==> config.mk <==
export PLATFORM = sky130hd
export DESIGN_NAME = xirq_ctrl_reg
export DESIGN_NICKNAME = d
export VERILOG_FILES = /design/src/rtl/xirq_pkg.sv /design/src/rtl/xirq_sync.sv /design/src/rtl/xirq_ovf_chan.sv /design/src/rtl/xirq_ext_chan.sv /design/src/rtl/xirq_ctrl_reg.sv
export SDC_FILE = /design/constraint.sdc
export NUM_CORES = 1
export LEC_CHECK = 0
export ABC_CLOCK_PERIOD_IN_PS = 1200
export BUFFER_PORTS_ARGS = -buffer_cell sky130_fd_sc_hd__buf_4
export CORE_MARGIN = 8
export CORE_UTILIZATION = 39
export DETAILED_ROUTE_END_ITERATION = 12
export PLACE_DENSITY = 0.73
export SLEW_MARGIN = 20
export SYNTH_ARGS = -nofsm -noshare
export SYNTH_HDL_FRONTEND = slang
export SYNTH_SLANG_ARGS = --single-unit
export TNS_END_PERCENT = 5
==> constraint.sdc <==
create_clock -name clk -period 1.2 [get_ports clk]
set_input_delay 0.18 -clock clk [delete_from_list [all_inputs] [get_ports clk]]
set_output_delay 0.18 -clock clk [all_outputs]
set_load 0.02 [all_outputs]
==> src/rtl/xirq_pkg.sv <==
package xirq_pkg;
    localparam int unsigned REG_W  = 8;
    localparam int unsigned N_CH   = 2;
    localparam int unsigned SEL_W  = $clog2(REG_W);

    // bit position helpers (layout is decoded by software)
    function automatic int unsigned pos_ovf(input int unsigned c);
        return 5 + 2 * c;
    endfunction
    function automatic int unsigned pos_run(input int unsigned c);
        return 4 + 2 * c;
    endfunction
    function automatic int unsigned pos_xf(input int unsigned c);
        return 1 + 2 * c;
    endfunction
    function automatic int unsigned pos_xm(input int unsigned c);
        return 2 * c;
    endfunction

    typedef enum logic {XS_IDLE, XS_PEND} xstate_t;
    typedef enum logic {OV_CLEAR, OV_SET} ovstate_t;
endpackage

==> src/rtl/xirq_sync.sv <==
module xirq_sync #(
    parameter int unsigned STAGES = 2
) (
    input  logic clk,
    input  logic rst_n,
    input  logic pin_n,
    output logic pin_s,
    output logic pin_hist
);
    logic [STAGES-1:0] chain_q;

    generate
        for (genvar i = 0; i < STAGES; i++) begin : g_stage
            always_ff @(posedge clk) begin
                if (!rst_n) begin
                    chain_q[i] <= 1'b1;
                end else if (i == 0) begin
                    chain_q[i] <= pin_n;
                end else begin
                    chain_q[i] <= chain_q[(i == 0) ? 0 : i - 1];
                end
            end
        end
    endgenerate

    always_ff @(posedge clk) begin
        if (!rst_n) begin
            pin_hist <= 1'b1;
        end else begin
            pin_hist <= chain_q[STAGES-1];
        end
    end

    assign pin_s = chain_q[STAGES-1];

    AST_HIST_FOLLOWS: assert property (@(posedge clk) disable iff (!rst_n)
        1'b1 |=> pin_hist == $past(pin_s));
endmodule

==> src/rtl/xirq_ovf_chan.sv <==
module xirq_ovf_chan
    import xirq_pkg::*;
(
    input  logic clk,
    input  logic rst_n,
    input  logic ovf_pulse,
    input  logic ack,
    input  logic sw_we,
    input  logic sw_val,
    output logic flag
);
    ovstate_t state_q, state_d;

    always_ff @(posedge clk) begin
        if (!rst_n) begin
            state_q <= OV_CLEAR;
        end else begin
            state_q <= state_d;
        end
    end

    always_comb begin
        state_d = state_q;
        if (sw_we) begin
            state_d = sw_val ? OV_SET : OV_CLEAR;
        end else begin
            unique case (state_q)
                OV_CLEAR: if (ovf_pulse) state_d = OV_SET;
                OV_SET:   if (ack && !ovf_pulse) state_d = OV_CLEAR;
                default:  state_d = OV_CLEAR;
            endcase
        end
    end

    always_comb begin
        flag = (state_q == OV_SET);
    end

    AST_OVF_SET: assert property (@(posedge clk) disable iff (!rst_n)
        (ovf_pulse && !sw_we) |=> flag);
    AST_OVF_ACK_CLR: assert property (@(posedge clk) disable iff (!rst_n)
        (ack && !ovf_pulse && !sw_we) |=> !flag);
    AST_OVF_SW_WINS: assert property (@(posedge clk) disable iff (!rst_n)
        sw_we |=> flag == $past(sw_val));
endmodule

==> src/rtl/xirq_ext_chan.sv <==
module xirq_ext_chan
    import xirq_pkg::*;
(
    input  logic clk,
    input  logic rst_n,
    input  logic edge_mode,
    input  logic pin_s,
    input  logic pin_hist,
    input  logic ack,
    input  logic sw_we,
    input  logic sw_val,
    output logic flag
);
    xstate_t state_q, state_d;
    logic    fall;

    assign fall = pin_hist & ~pin_s;

    always_ff @(posedge clk) begin
        if (!rst_n) begin
            state_q <= XS_IDLE;
        end else begin
            state_q <= state_d;
        end
    end

    always_comb begin
        state_d = state_q;
        if (!edge_mode) begin
            state_d = XS_IDLE;
        end else if (sw_we) begin
            state_d = sw_val ? XS_PEND : XS_IDLE;
        end else begin
            unique case (state_q)
                XS_IDLE: if (fall) state_d = XS_PEND;
                XS_PEND: if (ack && !fall) state_d = XS_IDLE;
                default: state_d = XS_IDLE;
            endcase
        end
    end

    always_comb begin
        flag = edge_mode ? (state_q == XS_PEND) : ~pin_s;
    end

    AST_EDGE_LATCH: assert property (@(posedge clk) disable iff (!rst_n)
        (edge_mode && fall && !sw_we) |=> (flag || !edge_mode));
    AST_EDGE_ACK_CLR: assert property (@(posedge clk) disable iff (!rst_n)
        (edge_mode && ack && !fall && !sw_we) |=> (!flag || !edge_mode));
    AST_EDGE_SW_WINS: assert property (@(posedge clk) disable iff (!rst_n)
        (edge_mode && sw_we) |=> (flag == $past(sw_val) || !edge_mode));
    AST_MODE_DROP: assert property (@(posedge clk) disable iff (!rst_n)
        (!edge_mode) |=> (!flag || !edge_mode));
endmodule

==> src/rtl/xirq_ctrl_reg.sv <==
module xirq_ctrl_reg
    import xirq_pkg::*;
#(
    parameter int unsigned ADDR_W      = 8,
    parameter logic [7:0]  REG_ADDR    = 8'h88,
    parameter int unsigned SYNC_STAGES = 2
) (
    input  logic              clk,
    input  logic              rst_n,
    input  logic [ADDR_W-1:0] bus_addr,
    input  logic              bus_wr,
    input  logic [7:0]        bus_wdata,
    input  logic              bus_bit_wr,
    input  logic [2:0]        bus_bit_sel,
    input  logic              bus_bit_val,
    output logic [7:0]        rd_data,
    input  logic [1:0]        ext_pin_n,
    input  logic [1:0]        tmr_ovf,
    input  logic [1:0]        ack_tmr,
    input  logic [1:0]        ack_ext,
    output logic [1:0]        ovf_flag,
    output logic [1:0]        ext_req,
    output logic [1:0]        tmr_run
);
    logic             hit;
    logic             full_we;
    logic             bit_we;
    logic [REG_W-1:0] we_mask;
    logic [REG_W-1:0] we_val;
    logic [REG_W-1:0] reg_view;
    logic [N_CH-1:0]  mode_q;
    logic [N_CH-1:0]  run_q;
    logic [N_CH-1:0]  pin_s;
    logic [N_CH-1:0]  pin_hist;

    assign hit     = (bus_addr == ADDR_W'(REG_ADDR));
    assign full_we = hit && bus_wr;
    assign bit_we  = hit && bus_bit_wr && !bus_wr;

    always_comb begin
        we_mask = '0;
        we_val  = {REG_W{bus_bit_val}};
        if (full_we) begin
            we_mask = '1;
            we_val  = bus_wdata;
        end else if (bit_we) begin
            we_mask[bus_bit_sel] = 1'b1;
        end
    end

    generate
        for (genvar c = 0; c < N_CH; c++) begin : g_ch
            localparam int unsigned P_OVF = pos_ovf(c);
            localparam int unsigned P_RUN = pos_run(c);
            localparam int unsigned P_XF  = pos_xf(c);
            localparam int unsigned P_XM  = pos_xm(c);

            always_ff @(posedge clk) begin
                if (!rst_n) begin
                    mode_q[c] <= 1'b0;
                    run_q[c]  <= 1'b0;
                end else begin
                    if (we_mask[P_XM])  mode_q[c] <= we_val[P_XM];
                    if (we_mask[P_RUN]) run_q[c]  <= we_val[P_RUN];
                end
            end

            xirq_sync #(.STAGES(SYNC_STAGES)) u_sync (
                .clk      (clk),
                .rst_n    (rst_n),
                .pin_n    (ext_pin_n[c]),
                .pin_s    (pin_s[c]),
                .pin_hist (pin_hist[c])
            );

            xirq_ext_chan u_ext (
                .clk       (clk),
                .rst_n     (rst_n),
                .edge_mode (mode_q[c]),
                .pin_s     (pin_s[c]),
                .pin_hist  (pin_hist[c]),
                .ack       (ack_ext[c]),
                .sw_we     (we_mask[P_XF]),
                .sw_val    (we_val[P_XF]),
                .flag      (ext_req[c])
            );

            xirq_ovf_chan u_ovf (
                .clk       (clk),
                .rst_n     (rst_n),
                .ovf_pulse (tmr_ovf[c]),
                .ack       (ack_tmr[c]),
                .sw_we     (we_mask[P_OVF]),
                .sw_val    (we_val[P_OVF]),
                .flag      (ovf_flag[c])
            );

            assign reg_view[P_OVF] = ovf_flag[c];
            assign reg_view[P_RUN] = run_q[c];
            assign reg_view[P_XF]  = ext_req[c];
            assign reg_view[P_XM]  = mode_q[c];
        end
    endgenerate

    assign tmr_run = run_q;
    assign rd_data = hit ? reg_view : 8'h00;

    AST_RUN_HOLD: assert property (@(posedge clk) disable iff (!rst_n)
        !(full_we || bit_we) |=> $stable(tmr_run));
    AST_MODE_HOLD: assert property (@(posedge clk) disable iff (!rst_n)
        !(full_we || bit_we) |=> $stable(mode_q));
    AST_BIT_ONLY: assert property (@(posedge clk) disable iff (!rst_n)
        (bit_we && bus_bit_sel != 3'd6 && bus_bit_sel != 3'd4) |=> $stable(tmr_run));
endmodule

# Yosys cells after proc, flatten, opt, wreduce, memory -nomap -nowiden
# Cells that the tools add are included.
[op_classes]
order_cmp = 2
eq_ne = 1
mux = 28
n_bitwise = 8
n_reduce_logical = 15
[ops]
columns = ["operator", "n"]
rows = [
  ["8-bit 2-to-1 mux", 4],
  ["1-bit 2-to-1 mux", 19],
  ["8-bit == test (second input constant)", 1],
  ["1-bit logical AND", 8],
  ["1-bit case mux with 2 select lines", 4],
  ["1-bit NOT", 6],
  ["1-bit zero test", 5],
  ["3-bit by 4-bit < comparator with 1-bit output (second input constant)", 1],
  ["2-bit AND reduction", 2],
  ["1-bit demux with 3-bit select", 1],
  ["3-bit by 1-bit >= comparator with 1-bit output (second input constant)", 1],
  ["1-bit AND", 2],
]
[totals]
output_inout_bits = 14
register_bits = 14
wordCells = 68
in_bits = 32

# Depth between registers and ports, before layout
[depth]
ltp_word = 7
depth_mapped = 4
ltp_nobuf = 3

# Hierarchy
# From an unflattened synthesis, not the netlist that was laid out.
[hier_totals]
hier_cells = 98
hier_area_um2 = 889.6
[modules_own_cells]
columns = ["module", "seq_area_each_um2", "area_per_inst_um2", "cells_each", "n_inst"]
rows = [
  ["xirq_ctrl_reg", 80.1, 519.2, 60, 1],
  ["xirq_sync", 60.1, 78.8, 6, 2],
  ["xirq_ext_chan", 20.0, 63.8, 9, 2],
  ["xirq_ovf_chan", 20.0, 42.5, 4, 2],
]

# Worst setup path before layout
# No wires, ideal clock.
[synth_timing]
path_type = "in2out"
from = "in bus_addr[1]"
to = "out rd_data[0]"
setup_slack_ns = -0.152
path_stages = 3
n_path_buf = 1
arrival_time_ns = 1.172
required_time_ns = 1.020
cell_sequence = "nor4b_1 > buf_2 > and3_1"
[synth_between]
elab_chain_cells = 2
[synth_rtl]
columns = ["element", "line_no", "text"]
rows = [
  ["start: declaration", "xirq_ctrl_reg.sv:10", "input logic [ADDR_W-1:0] bus_addr,"],
  ["8-bit == test", "xirq_ctrl_reg.sv:36", "assign hit = (bus_addr == ADDR_W'(REG_ADDR));"],
  ["8-bit 2-to-1 mux", "xirq_ctrl_reg.sv:106", "assign rd_data = hit ? reg_view : 8'h00;"],
  ["end: declaration", "xirq_ctrl_reg.sv:16", "output logic [7:0] rd_data,"],
]
# Every way passes these cells.

# Final worst setup path
[layout_timing]
from = "in bus_addr[6]"
to = "out rd_data[3]"
# The elaborated chain is that of the path after synthesis.

==> impl_metrics.json <==
{
  "status": "finished with violations",
  "failed_checks": "negative setup slack",
  "cp_data_required_time_ns": 1.02,
  "path_delay_family": "simple AND/OR/NAND/NOR gates",
  "synth_top_area_share_pct": 32.1,
  "startpoint_type": "input port",
  "die-area_um2": 4000,
  "nets": 190,
  "grtUsageMet1_pct": 14.1,
  "start_util_pct": 40.2,
  "io_pins": 46,
  "crit_arrival_ns": 1.21,
  "avgSynthCellArea_um2": 8.63,
  "htreeDepth": 1,
  "crit_chain": "buf_8 -> or4b_4 -> nor2_4 -> and2_4 -> buf_6",
  "ys_seq_elements": 14,
  "grt_use_total_pct": 14.0,
  "fill_cells": 188,
  "worst_slack_ns": -0.189,
  "core_um2": 2170,
  "cts.sinks": 14,
  "n_antenna_cell": 0,
  "crit_path_max_fanout": 2,
  "synth_area_um2": 872,
  "period_share_pct": 116,
  "leakage_uw": 0.000659,
  "ant_nets": 0,
  "hpwl_mm": 2.00,
  "yosysSeqAreaShare_pct": 32.1,
  "rows": 17,
  "synth.largest_area_cell": "dfxtp_1",
  "path_clk_slew_ns": 0.08,
  "crit_path_end_kind": "output pin",
  "synthArstFlopShare_pct": 0,
  "yosys-top-cells-area": "dfxtp_1 (32%), nand2b_1 (7.2%), mux2i_1 (5.7%), o21ai_0 (5.2%), and2_1 (5.0%)",
  "holdBufCountCts": 0,
  "slowest_stage": "or4b_4",
  "timing.fmax_ghz": 0.720,
  "wl_mm": 2.92,
  "drc": 0,
  "syn2layout_area_growth_pct": 69.6,
  "wl_per_cell_um": 15.8,
  "setup-violations-final": 12,
  "pre_cts_slack_ns": -0.380,
  "drt_iter0_drc": 21,
  "hold_path_class": "input port to register",
  "rsz0062_at_grt": "yes",
  "via_per_inst": 5.31,
  "grt_max_degree": 17,
  "antenna_found_initial": 0,
  "hold_viol_final": 0,
  "synth_ff_type": "dfxtp_1",
  "tns_ns": -1.46,
  "gr-total-overflow": 0,
  "multi_input_area_um2": 607,
  "cts_tree": "yes",
  "max_stage_delay_ns": 0.56,
  "timing.critical_path.buf_inv": 2,
  "cts_max_path_buffers": 2,
  "drive_above_1_share_pct": 49.7,
  "power_per_cell_area_nw_per_um2": 721,
  "route.vias.total": 982,
  "place_congestion": 0.759,
  "portBuffers": 45,
  "worst_pin_slew_ns": 0.426,
  "die_w_um": 63.3,
  "grt_pass1_vias": 1018,
  "synth.distinct_cells": 28,
  "synth-edff-count": 0,
  "die_height_um": 63.3,
  "max_cap_viol_count": 0,
  "fin_util_pct": 68.2,
  "vdd_drop_max_mv": 0.651,
  "use_met2_pct": 24.5,
  "yosys_warnings": 0,
  "relSlewSlack_pct": 71.2,
  "drt_first_pass_iters": 4,
  "ff_latch_area_um2": 283,
  "syn-num-nets": 133,
  "grt_first_pass_wirelength_mm": 4.61,
  "maxSlewViolCount": 0,
  "cts-root-buf": "clkbuf_4",
  "critical_path_class": "input port to output pin",
  "grt.busiest_layer": "met2",
  "clk_latency_ns": 0.28,
  "use_met3_pct": 6.71,
  "fin_crit_ns": 1.39,
  "synthCells": 101,
  "cts_buffers": 3,
  "fin_skew_ns": 0.00337
}
-- power breakdown --
| part | internal [µW] | switching, µW |
|---|---|---|
| combinational | 144 | 98.5 |
| clock | 185 | 156 |
| sequential | 477 | 5.97 |
| total | 806 | 261 |
-- cell families after synthesis --
kind of cell | share of synthesized area (%)
muxes | 5.74
and+or+nand+nor | 37.4
buffers and inverters | 5.88
DFF | 32.1
AOI/OAI and AO/OA | 18.8
-- timing repair --
action	4_1_cts	5_1_grt
gates resized for setup	20	14
hold endpoints to repair	0	0
setup buffers	3	3
pin swaps	5	6
gates cloned	2	0
endpoints found under the setup margin	11	14
-- cell usage after synthesis, types with 2 or more instances --
cell       count
o211ai_1       5
or3_1          2
buf_2          2
mux2i_1        5
and2_1         7
nand2_1        6
o21ai_0        9
o2bb2ai_1      2
a211oi_1       2
dfxtp_1       14
nand4b_1       2
a21oi_1        2
and3_1         6
a22oi_1        3
nand2b_1      10
nor4bb_1       3
nor2b_1        3
or4b_4         2
nor4b_1        3
clkbuf_1       2
buf_4          4
-- routing by layer --
| layer | up-vias | wire [µm] |
|---|---|---|
| met4 | 0 | 57 |
| met2 | 38 | 1440 |
| met1 | 455 | 1180 |
| li1 | 483 | - |
| met5 | - | 0 |
| met3 | 6 | 243 |
-- layout make-up --
class,count,share of cell area (%)
timing repair buffer,60,34.8
sequential,14,19.1
multi-input combinational,78,41.0
clock buffer,4,2.45
tap,28,2.37
inverter,1,0.254
-- sequential cells by signal, indices dropped and copies added, names as in the netlist --
register / cells
mode_q: 2
g_ch.u_sync.pin_hist: 2
g_ch.u_sync.chain_q: 2
tmr_run: 2
g_ch.u_sync.pin_s: 2
g_ch.u_ext.state_q: 2
g_ch.u_ovf.flag: 2
-- cell usage in the layout, fill, tap and decap left out, drive strengths merged --
cell type	count
nand3	1
nand4b	2
a22oi	3
nor4bb	3
inv	1
or4b	2
o21ai	9
clkbuf	4
nor2b	3
and4b	1
o2bb2ai	2
or3	2
and4	1
mux2i	5
and2	7
dfxtp	14
nand2b	10
o22ai	1
o211a	1
a211oi	2
nand2	6
nor4b	3
o211ai	5
nor2	1
a21oi	2
and3	6
buf	60
-- worst paths after layout --
check	endpoint	depth (start not counted)	slack [ns]	from
max	rd_data[3]	5	-0.19	bus_addr[6]
min	g_ch[1].u_sync.chain_q[0]	2	0.09	ext_pin_n[1]
max reg2reg	g_ch[0].u_ext.state_q	3	0.25	mode_q[0]
min reg2reg	g_ch[0].u_sync.pin_s	1	0.42	g_ch[0].u_sync.chain_q[0]
-- stage by stage --
step / area [µm²] / hold slack, ns / std cells / total power (µW)
detailed placement: 1260 / 0.368 / 173 / 700
global route: 1480 / 0.0735 / 185 / 1120
finish: 1480 / 0.0904 / 185 / 1070
global placement: 1260 / 0.364 / 173 / 694
CTS: 1420 / 0.0717 / 182 / 1060
floorplan: 885 / 0.253 / 101 / 575
No activity file was read; power rests on OpenSTA's default activity.
